File: src/rtl/sdm2_pkg.sv
// Shared types for the second-order delta-sigma modulator.
// Assumes feedback values are always one of -2, -1, +1, +2.
package sdm2_pkg;
    localparam int DX_W  = 3;
    localparam int NIB_W = 4;

    typedef logic signed [DX_W-1:0] dx_t;

    typedef struct packed {
        logic sgn;
        logic lvl;
    } dac_code_t;

    localparam dx_t DX_NEG2 = 3'sb110;
    localparam dx_t DX_NEG1 = 3'sb111;
    localparam dx_t DX_POS1 = 3'sb001;
    localparam dx_t DX_POS2 = 3'sb010;
endpackage

File: src/rtl/sdm2_quant_dec.sv
// Four-level quantizer decoder.
// Maps the top nibble of the stage-two state to a signed feedback value
// and to the sign/magnitude DAC code. Purely combinational.
// Assumes the nibble is the sign-carrying top of a two's-complement state.
module sdm2_quant_dec
    import sdm2_pkg::*;
(
    input  logic [NIB_W-1:0] nib,
    output dx_t              dx,
    output dac_code_t        code
);
    // Threshold decode: zero and all-ones nibbles give unit steps, the rest give double steps.
    always_comb begin
        if (nib == '0) begin
            dx   = DX_NEG1;
            code = '{sgn: 1'b0, lvl: 1'b0};
        end else if (!nib[NIB_W-1]) begin
            dx   = DX_NEG2;
            code = '{sgn: 1'b0, lvl: 1'b1};
        end else if (nib == '1) begin
            dx   = DX_POS1;
            code = '{sgn: 1'b1, lvl: 1'b0};
        end else begin
            dx   = DX_POS2;
            code = '{sgn: 1'b1, lvl: 1'b1};
        end
    end
endmodule

File: src/rtl/sdm2_sat_integ.sv
// Saturating accumulator with a one-sample delay register.
// acc_next is the clamped sum of the stored value and the addend. It is
// exposed so that a following stage can use the new value in the same cycle.
// Assumes ADD_W and ACC_W are at least 2.
module sdm2_sat_integ #(
    parameter int ACC_W = 16,
    parameter int ADD_W = 15
) (
    input  logic                    clk,
    input  logic                    rst_n,
    input  logic                    en,
    input  logic signed [ADD_W-1:0] addend,
    output logic signed [ACC_W-1:0] acc_q,
    output logic signed [ACC_W-1:0] acc_next
);
    localparam int SUM_W = ((ACC_W > ADD_W) ? ACC_W : ADD_W) + 1;
    localparam logic signed [ACC_W-1:0] ACC_MAX = {1'b0, {(ACC_W-1){1'b1}}};
    localparam logic signed [ACC_W-1:0] ACC_MIN = {1'b1, {(ACC_W-1){1'b0}}};
    localparam logic signed [SUM_W-1:0] SUM_MAX = {{(SUM_W-ACC_W+1){1'b0}}, {(ACC_W-1){1'b1}}};
    localparam logic signed [SUM_W-1:0] SUM_MIN = {{(SUM_W-ACC_W+1){1'b1}}, {(ACC_W-1){1'b0}}};

    logic signed [SUM_W-1:0] acc_ext;
    logic signed [SUM_W-1:0] add_ext;
    logic signed [SUM_W-1:0] sum_w;

    // Widen both operands so the raw sum cannot overflow before the clamp.
    always_comb begin
        acc_ext = {{(SUM_W-ACC_W){acc_q[ACC_W-1]}}, acc_q};
        add_ext = {{(SUM_W-ADD_W){addend[ADD_W-1]}}, addend};
        sum_w   = acc_ext + add_ext;
    end

    // Clamp the wide sum to the accumulator range.
    always_comb begin
        if (sum_w > SUM_MAX)      acc_next = ACC_MAX;
        else if (sum_w < SUM_MIN) acc_next = ACC_MIN;
        else                      acc_next = sum_w[ACC_W-1:0];
    end

    // Delay register: advances only on a sample, cleared by reset.
    always_ff @(posedge clk) begin
        if (!rst_n)  acc_q <= '0;
        else if (en) acc_q <= acc_next;
    end

    // the state must not move between samples.
    assert_state_hold_R2: assert property (@(posedge clk) disable iff (!rst_n)
        !en |=> $stable(acc_q));

    // a full accumulator pushed further upward stays at the top.
    assert_no_wrap_hi_R8: assert property (@(posedge clk) disable iff (!rst_n)
        (en && acc_q == ACC_MAX && !addend[ADD_W-1]) |=> acc_q == ACC_MAX);

    // an empty accumulator pushed further downward stays at the bottom.
    assert_no_wrap_lo_R8: assert property (@(posedge clk) disable iff (!rst_n)
        (en && acc_q == ACC_MIN && addend[ADD_W-1]) |=> acc_q == ACC_MIN);
endmodule

File: src/rtl/sdm2_out_reg.sv
// Output register for the sign/magnitude DAC code.
// Loads a new code only on a sample, so the DAC sees a stable code for the
// whole sample period. Reset value is the cleared code.
module sdm2_out_reg
    import sdm2_pkg::*;
(
    input  logic      clk,
    input  logic      rst_n,
    input  logic      en,
    input  dac_code_t code_d,
    output logic      sgn_q,
    output logic      lvl_q
);
    // Capture the decoded code on each sample.
    always_ff @(posedge clk) begin
        if (!rst_n) begin
            sgn_q <= 1'b0;
            lvl_q <= 1'b0;
        end else if (en) begin
            sgn_q <= code_d.sgn;
            lvl_q <= code_d.lvl;
        end
    end

    // reset clears the code whatever the enable does.
    assert_reset_clear_R1: assert property (@(posedge clk)
        !rst_n |=> (!sgn_q && !lvl_q));

    // the code holds between samples.
    assert_code_hold_R2: assert property (@(posedge clk) disable iff (!rst_n)
        !en |=> ($stable(sgn_q) && $stable(lvl_q)));
endmodule

File: src/rtl/sdm2_modulator.sv
// Second-order delta-sigma modulator producing a sign/magnitude code for a
// four-level DAC.
// Stage one integrates (feedback * 2^FB1_SH - din). Stage two integrates the
// new stage-one value shifted right by CAS_SH plus (feedback * 2^FB2_SH).
// The top nibble of the stage-two state picks the feedback and the output code.
// Assumes one sample_en pulse per sample period, with any number of idle
// cycles in between.
module sdm2_modulator
    import sdm2_pkg::*;
#(
    parameter int DIN_W  = 13,
    parameter int ACC1_W = 16,
    parameter int VX_W   = 12,
    parameter int FB1_SH = 11,
    parameter int FB2_SH = 6,
    parameter int CAS_SH = 5
) (
    input  logic             clk,
    input  logic             rst_n,
    input  logic             sample_en,
    input  logic [DIN_W-1:0] din,
    output logic             sgn_o,
    output logic             lvl_o
);
    localparam int A1_W     = ((DIN_W > FB1_SH + DX_W) ? DIN_W : FB1_SH + DX_W) + 1;
    localparam int A2_W     = ACC1_W + 1;
    localparam int NIB_SPAN = 1 << (VX_W - NIB_W);
    localparam logic signed [VX_W-1:0] VX_MAX = {1'b0, {(VX_W-1){1'b1}}};

    dx_t                      dx;
    dac_code_t                code;
    logic signed [A1_W-1:0]   dx1_ext;
    logic signed [A1_W-1:0]   din_ext;
    logic signed [A1_W-1:0]   add1;
    logic signed [ACC1_W-1:0] v1_q;
    logic signed [ACC1_W-1:0] v1_next;
    logic signed [A2_W-1:0]   v1n_ext;
    logic signed [A2_W-1:0]   dx2_ext;
    logic signed [A2_W-1:0]   add2;
    logic signed [VX_W-1:0]   v2_q;
    logic signed [VX_W-1:0]   v2_next;

    // Quantizer: only the top nibble of the stage-two state is decoded.
    sdm2_quant_dec u_dec (
        .nib  (v2_q[VX_W-1 -: NIB_W]),
        .dx   (dx),
        .code (code)
    );

    // Stage-one addend: scaled feedback minus the sign-extended input.
    always_comb begin
        dx1_ext = {{(A1_W-DX_W){dx[DX_W-1]}}, dx};
        din_ext = {{(A1_W-DIN_W){din[DIN_W-1]}}, din};
        add1    = (dx1_ext <<< FB1_SH) - din_ext;
    end

    sdm2_sat_integ #(.ACC_W(ACC1_W), .ADD_W(A1_W)) u_stage1 (
        .clk      (clk),
        .rst_n    (rst_n),
        .en       (sample_en),
        .addend   (add1),
        .acc_q    (v1_q),
        .acc_next (v1_next)
    );

    // Stage-two addend: the new stage-one value scaled down, plus the lighter feedback.
    always_comb begin
        v1n_ext = {v1_next[ACC1_W-1], v1_next};
        dx2_ext = {{(A2_W-DX_W){dx[DX_W-1]}}, dx};
        add2    = (v1n_ext >>> CAS_SH) + (dx2_ext <<< FB2_SH);
    end

    sdm2_sat_integ #(.ACC_W(VX_W), .ADD_W(A2_W)) u_stage2 (
        .clk      (clk),
        .rst_n    (rst_n),
        .en       (sample_en),
        .addend   (add2),
        .acc_q    (v2_q),
        .acc_next (v2_next)
    );

    sdm2_out_reg u_out (
        .clk    (clk),
        .rst_n  (rst_n),
        .en     (sample_en),
        .code_d (code),
        .sgn_q  (sgn_o),
        .lvl_q  (lvl_o)
    );

    // a large positive state must yield a negative double step on the next code.
    assert_quant_hi_R3: assert property (@(posedge clk) disable iff (!rst_n)
        (sample_en && v2_q >= NIB_SPAN) |=> (!sgn_o && lvl_o));

    // a large negative state must yield a positive double step.
    assert_quant_lo_R3: assert property (@(posedge clk) disable iff (!rst_n)
        (sample_en && v2_q < -NIB_SPAN) |=> (sgn_o && lvl_o));

    // with zero input, a positive feedback raises a negative stage-one state.
    assert_stage1_dir_R5: assert property (@(posedge clk) disable iff (!rst_n)
        (sample_en && din == '0 && !dx[DX_W-1] && v1_q < 0) |=> v1_q > $past(v1_q));

    // a full stage-two state with a non-negative addend stays at its top.
    assert_stage2_clamp_R6: assert property (@(posedge clk) disable iff (!rst_n)
        (v2_q == VX_MAX && !add2[A2_W-1]) |-> v2_next == VX_MAX);
endmodule

File: config.mk
export PLATFORM = sky130hd
export DESIGN_NAME = sdm2_modulator
export DESIGN_NICKNAME = d
export VERILOG_FILES = /design/src/rtl/sdm2_pkg.sv /design/src/rtl/sdm2_quant_dec.sv /design/src/rtl/sdm2_sat_integ.sv /design/src/rtl/sdm2_out_reg.sv /design/src/rtl/sdm2_modulator.sv
export SDC_FILE = /design/constraint.sdc
export NUM_CORES = 1
export LEC_CHECK = 0
export ABC_CLOCK_PERIOD_IN_PS = 7320
export BUFFER_PORTS_ARGS = -buffer_cell sky130_fd_sc_hd__buf_2
export CORE_AREA = 2 2 106 108
export CTS_CLUSTER_SIZE = 28
export DETAILED_ROUTE_END_ITERATION = 6
export DIE_AREA = 0 0 108 110
export GPL_ROUTABILITY_DRIVEN = 0
export GPL_TIMING_DRIVEN = 0
export PLACE_DENSITY_LB_ADDON = 0.25
export SLEW_MARGIN = 20
export SYNTH_ARGS = -nofsm -noshare
export SYNTH_HDL_FRONTEND = slang
export SYNTH_HIERARCHICAL = 1
export SYNTH_SLANG_ARGS = --single-unit
File: constraint.sdc
create_clock -name clk -period 7.32 [get_ports clk]
set_clock_uncertainty 0.05 [all_clocks]
set_input_delay 0.732 -clock clk [delete_from_list [all_inputs] [get_ports clk]]
set_output_delay 0.732 -clock clk [all_outputs]
set_load 0.01 [all_outputs]
-- Yosys cells after proc, flatten, opt, wreduce, memory -nomap -nowiden
Cells that the tools add are included.
- bits in registers: 30
- bits of input ports: 16
- logic and storage cells: 24
- equality and inequality tests: 1
- add/subtract/negate cells: 4
- muxes and demuxes: 10
- reduce and logical (&&, ||, !) cells: 1
- order comparisons: 4
- operators by type and width (cell ; number):
    $mux W16 ; 2
    $mux W12 ; 2
    $gt A18 B12 Y1 const B ; 1
    $lt A18 B12 Y1 const B ; 1
    $add A16 B15 Y17 ; 1
    $gt A17 B16 Y1 const B ; 1
    $lt A17 B16 Y1 const B ; 1
    $sub A14 B13 Y15 ; 1
    $add A12 B12 Y13 ; 1
    $add A11 B9 Y12 ; 1
    $mux W2 ; 3
    $mux W3 ; 2
    $eq A4 B4 Y1 const B ; 1
    $logic_not A4 Y1 ; 1
    $mux W1 ; 1

-- Depth between registers and ports, before layout
- word-level depth: 14
- gate-level depth with buffers: 32
- gate-level depth less buffers: 31

-- Hierarchy
Netlist, hierarchy kept.
- by module, submodules not included (module ; seq. area each (µm²) ; cells an instance ; area each (µm²) ; instances):
    sdm2_sat_integ at u_stage1 ; 320.3 ; 199 ; 1624.1 ; 1
    sdm2_sat_integ at u_stage2 ; 240.2 ; 179 ; 1435.1 ; 1
    sdm2_modulator ; 0.0 ; 66 ; 499.2 ; 1
    sdm2_out_reg ; 40.0 ; 6 ; 72.6 ; 1
    sdm2_quant_dec ; 0.0 ; 6 ; 31.3 ; 1

-- Worst setup path after synthesis
OpenSTA, ideal clock, no wires.
- path type: input -> register
- start point: input port din[8]
- end point: register u_stage2.acc_q[0]
- path buffers: 1
- path slack: 0.978 ns
- data required time: 7.151 ns
- data arrival time: 6.174 ns
- stages: 28
- cell sequence: or4_4 > or3_4 > o21ai_2 > xor2_1 > ha_1 > clkbuf_1 > and3_1 > nand2_1 > o21ai_1 > xor2_1 > maj3_1 > ha_1 > inv_1 > fa_1 > inv_1 > a21o_1 > a21oi_1 > xnor2_1 > ha_1 > o21a_1 > or4b_1 > o21ai_0 > a31oi_1 > o311a_1 > nor3_2 > a31oi_4 > nand2b_4 > o221a_1
- cells in the longest elaborated chain, start to end: 10
- elaborated cells on any way between the ends: 12
- those cells by class: add/sub (4); order compare (4); mux (4)
- RTL lines (what ; RTL line ; text):
    start, declared ; sdm2_modulator.sv:21 ; input logic [DIN_W-1:0] din,
    $sub A14 B13 Y15 (*) ; sdm2_modulator.sv:54 ; add1 = (dx1_ext <<< FB1_SH) - din_ext;
    named net add1[13] ; sdm2_modulator.sv:34 ; logic signed [A1_W-1:0] add1;
    $add A16 B15 Y17 (*) ; sdm2_sat_integ.sv:30 ; sum_w = acc_ext + add_ext;
    $lt A17 B16 Y1 ; sdm2_sat_integ.sv:36 ; else if (sum_w < SUM_MIN) acc_next = ACC_MIN;
    $mux W16 ; sdm2_sat_integ.sv:36 ;
    $mux W16 (*) ; sdm2_sat_integ.sv:35 ; if (sum_w > SUM_MAX) acc_next = ACC_MAX;
    named net v1_next[11] ; sdm2_modulator.sv:36 ; logic signed [ACC1_W-1:0] v1_next;
    $add A11 B9 Y12 (*) ; sdm2_modulator.sv:70 ; add2 = (v1n_ext >>> CAS_SH) + (dx2_ext <<< FB2_SH);
    named net add2[10] ; sdm2_modulator.sv:39 ; logic signed [A2_W-1:0] add2;
    $add A12 B12 Y13 (*) ; sdm2_sat_integ.sv:30 ;
    $lt A18 B12 Y1 ; sdm2_sat_integ.sv:36 ;
    $mux W12 ; sdm2_sat_integ.sv:36 ;
    $mux W12 (*) ; sdm2_sat_integ.sv:35 ;
    end signal, assigned ; sdm2_sat_integ.sv:43 ; else if (en) acc_q <= acc_next;
    end, declared ; sdm2_sat_integ.sv:13 ; output logic signed [ACC_W-1:0] acc_q,
The timed path passes the listed nets; every way through them passes the cells marked *.
A chain may end at the register's enable or synchronous reset.

-- Worst setup path in the final report
- start point: input port din[4]
- end point: register u_stage2.acc_q[0]
The elaborated chain is that of the path after synthesis.

==> results.cfg <==
[routing]
drt_first_pass_iters = 4
vias = 3166
drt_iter0_drc = 126
wl_per_cell_um = 14.0
ant_nets = 0
drc_errors = 0
viasPerCell = 5.22
drt_wl_total_mm = 8.50

[layout]
fill_cells = 1135
diodes = 0
multi_input_area_um2 = 2830
final_cell_area_um2 = 3960
nets = 528
regArea_um2 = 602
syn_to_final_growth_pct = 9.64
drive_gt1_share_pct = 13.7

[clocking]
clk_latency_ps = 290
cts_tree = built
cts_max_level = 2
cts_made_buffers = 5
cts.sinks = 30
post-cts-setup-buffer-count = 0
clock_path_buffers = 2
cts-root-buf = clkbuf_8
clk_pin_slew_ps = 60

[die]
start_util_pct = 33.7
core_um2 = 10700
rows = 38
ioPinCount = 18
die_area_um2 = 11900
fp.dieH_um = 110
die_x_um = 108

[critical_path]
crit_top_cell = ha_1
cp.required_ps = 7440
max_stage_delay_ps = 530
crit_family = simple AND/OR/NAND/NOR gates
worst-setup-path-type = in2reg
crit_fanout = 10
critical_path_arrival_ps = 6970
critPathSlowestCell = nor4_2
reg2regPathDepth = 31
path_buf_inv = 1
end_kind = register
worstPathCellList = buf_2 > nor4_2 > nand2_1 > or3_1 > xor2_1 > ha_1 > and3_1 > a311oi_1 > nor3b_1 > nor3_1 > maj3_1 > ha_1 > nand3_1 > a41o_1 > ha_1 > a21oi_2 > or4b_1 > o21ai_0 > a31oi_1 > o311a_1 > nor3_2 > a31oi_4 > nand2b_4 > o221a_1
cp_num_cells = 24
startpoint_type = input pin

[placed_design]
portBuffers = 17
dpl_cell_area_um2 = 3870
dp_hpwl_mm = 7.00

[grt]
grt_pass1_wl_mm = 14.6
grt_start_max_net_pins = 14
grt_pass1_vias = 3106
track_usage_pct = 15.3
grt-ovfl-total = 0
antenna_found_initial = 0

[synth]
syn-num-nets = 504
avgSynthCellArea_um2 = 8.15
synth_area_um2 = 3610
yosysWarnings = 6
synth_cells = 443

[worst_hold_path]
hold_path_class = reg2reg
hold_depth = 2

[sta]
fmax_mhz = 146
relSlewSlack_pct = 62.7
fin_setup_tns_ps = 0
report.final.slew_viol_count = 0
worst_pin_slew_ps = 555
min_period_ps = 6850
hold_viol_final = 0
setup_viol_count_final = 0
timing.final.crit_share_pct = 93.6

[flow_run]
maxCapViolCount = 0

[outcome]
status = complete, no violations
[flip-flops by register name, indices dropped and copies added, names as in the netlist]
register	count
u_stage2/acc_q	12
u_out/lvl_q	1
u_out/sgn_q	1
u_stage1/acc_q	16
[final timing paths]
path / start / endpoint / slack (ps)
worst max register to register: u_stage2/acc_q[11] / u_stage2/acc_q[0] / 530
worst max-delay path: din[4] / u_stage2/acc_q[0] / 470
worst min register to register: u_stage2/acc_q[5] / u_stage2/acc_q[5] / 430
worst min-delay path: u_stage2/acc_q[5] / u_stage2/acc_q[5] / 430
[placed cells by master, fill, tap and decap left out, types with 5 or more instances in the layout]
cell,count
o211ai_1,6
dfxtp_1,29
ha_1,42
nand3b_1,9
o21ba_1,7
inv_1,29
clkbuf_1,11
nand3_1,9
clkbuf_8,5
o21ai_1,11
nor2_1,32
maj3_2,8
a21oi_1,24
mux2i_1,5
a21o_1,13
xor2_1,13
nand2_1,23
o21ai_0,32
nor3_1,7
buf_2,19
a31oi_1,9
xnor2_1,24
maj3_1,6
o21ba_2,7
o21a_1,5
nand4_1,6
nor2b_1,8
[timing repair]
action,in CTS,in global routing
setup endpoints to repair,0,11
hold endpoints to repair,0,0
gates resized for setup,0,2
hold buffers,0,0
[per-stage QoR]
step	hold slack (ps)	setup slack (ps)	util (%)	instances
final	434	472	37.0	607
after global routing	466	-22.8	37.0	607
after CTS	436	281	36.9	607
after detailed placement	426	102	36.2	600
after global placement	423	122	36.2	600
after floorplan	405	978	-	443
[worst reg2reg max path: cells and delay by family (launching register included)]
family | cells | cell delay [ps]
adder cells (fa/ha/maj) | 6 | 1680
buffers and inverters | 3 | 390
flip-flops | 1 | 390
AND/OR/NAND/NOR | 9 | 2250
XOR/XNOR | 3 | 530
AO/OA/AOI/OAI | 10 | 1360
[cell type report]
type,count,area share [%]
clock inverter,2,0.253
timing repair buffer,17,2.15
buffer,15,1.96
clock buffer,5,1.74
inverter,29,2.75
tap,140,4.43
sequential,30,15.2
multi-input combinational,369,71.5
[layer usage]
| metal | vias up | part of all wire, % | track usage [%] |
|---|---|---|---|
| met5 | - | 0 | 0 |
| met4 | 0 | 1.1 | 3.57 |
| met3 | 9 | 2.2 | 1.94 |
| met2 | 34 | 46 | 26.1 |
| met1 | 1455 | 51 | 20.7 |
| li1 | 1668 | - | - |
Power is left out: the tool's default activity adds up to more than one toggle a clock period on the data nets, which glitch-free logic cannot reach.
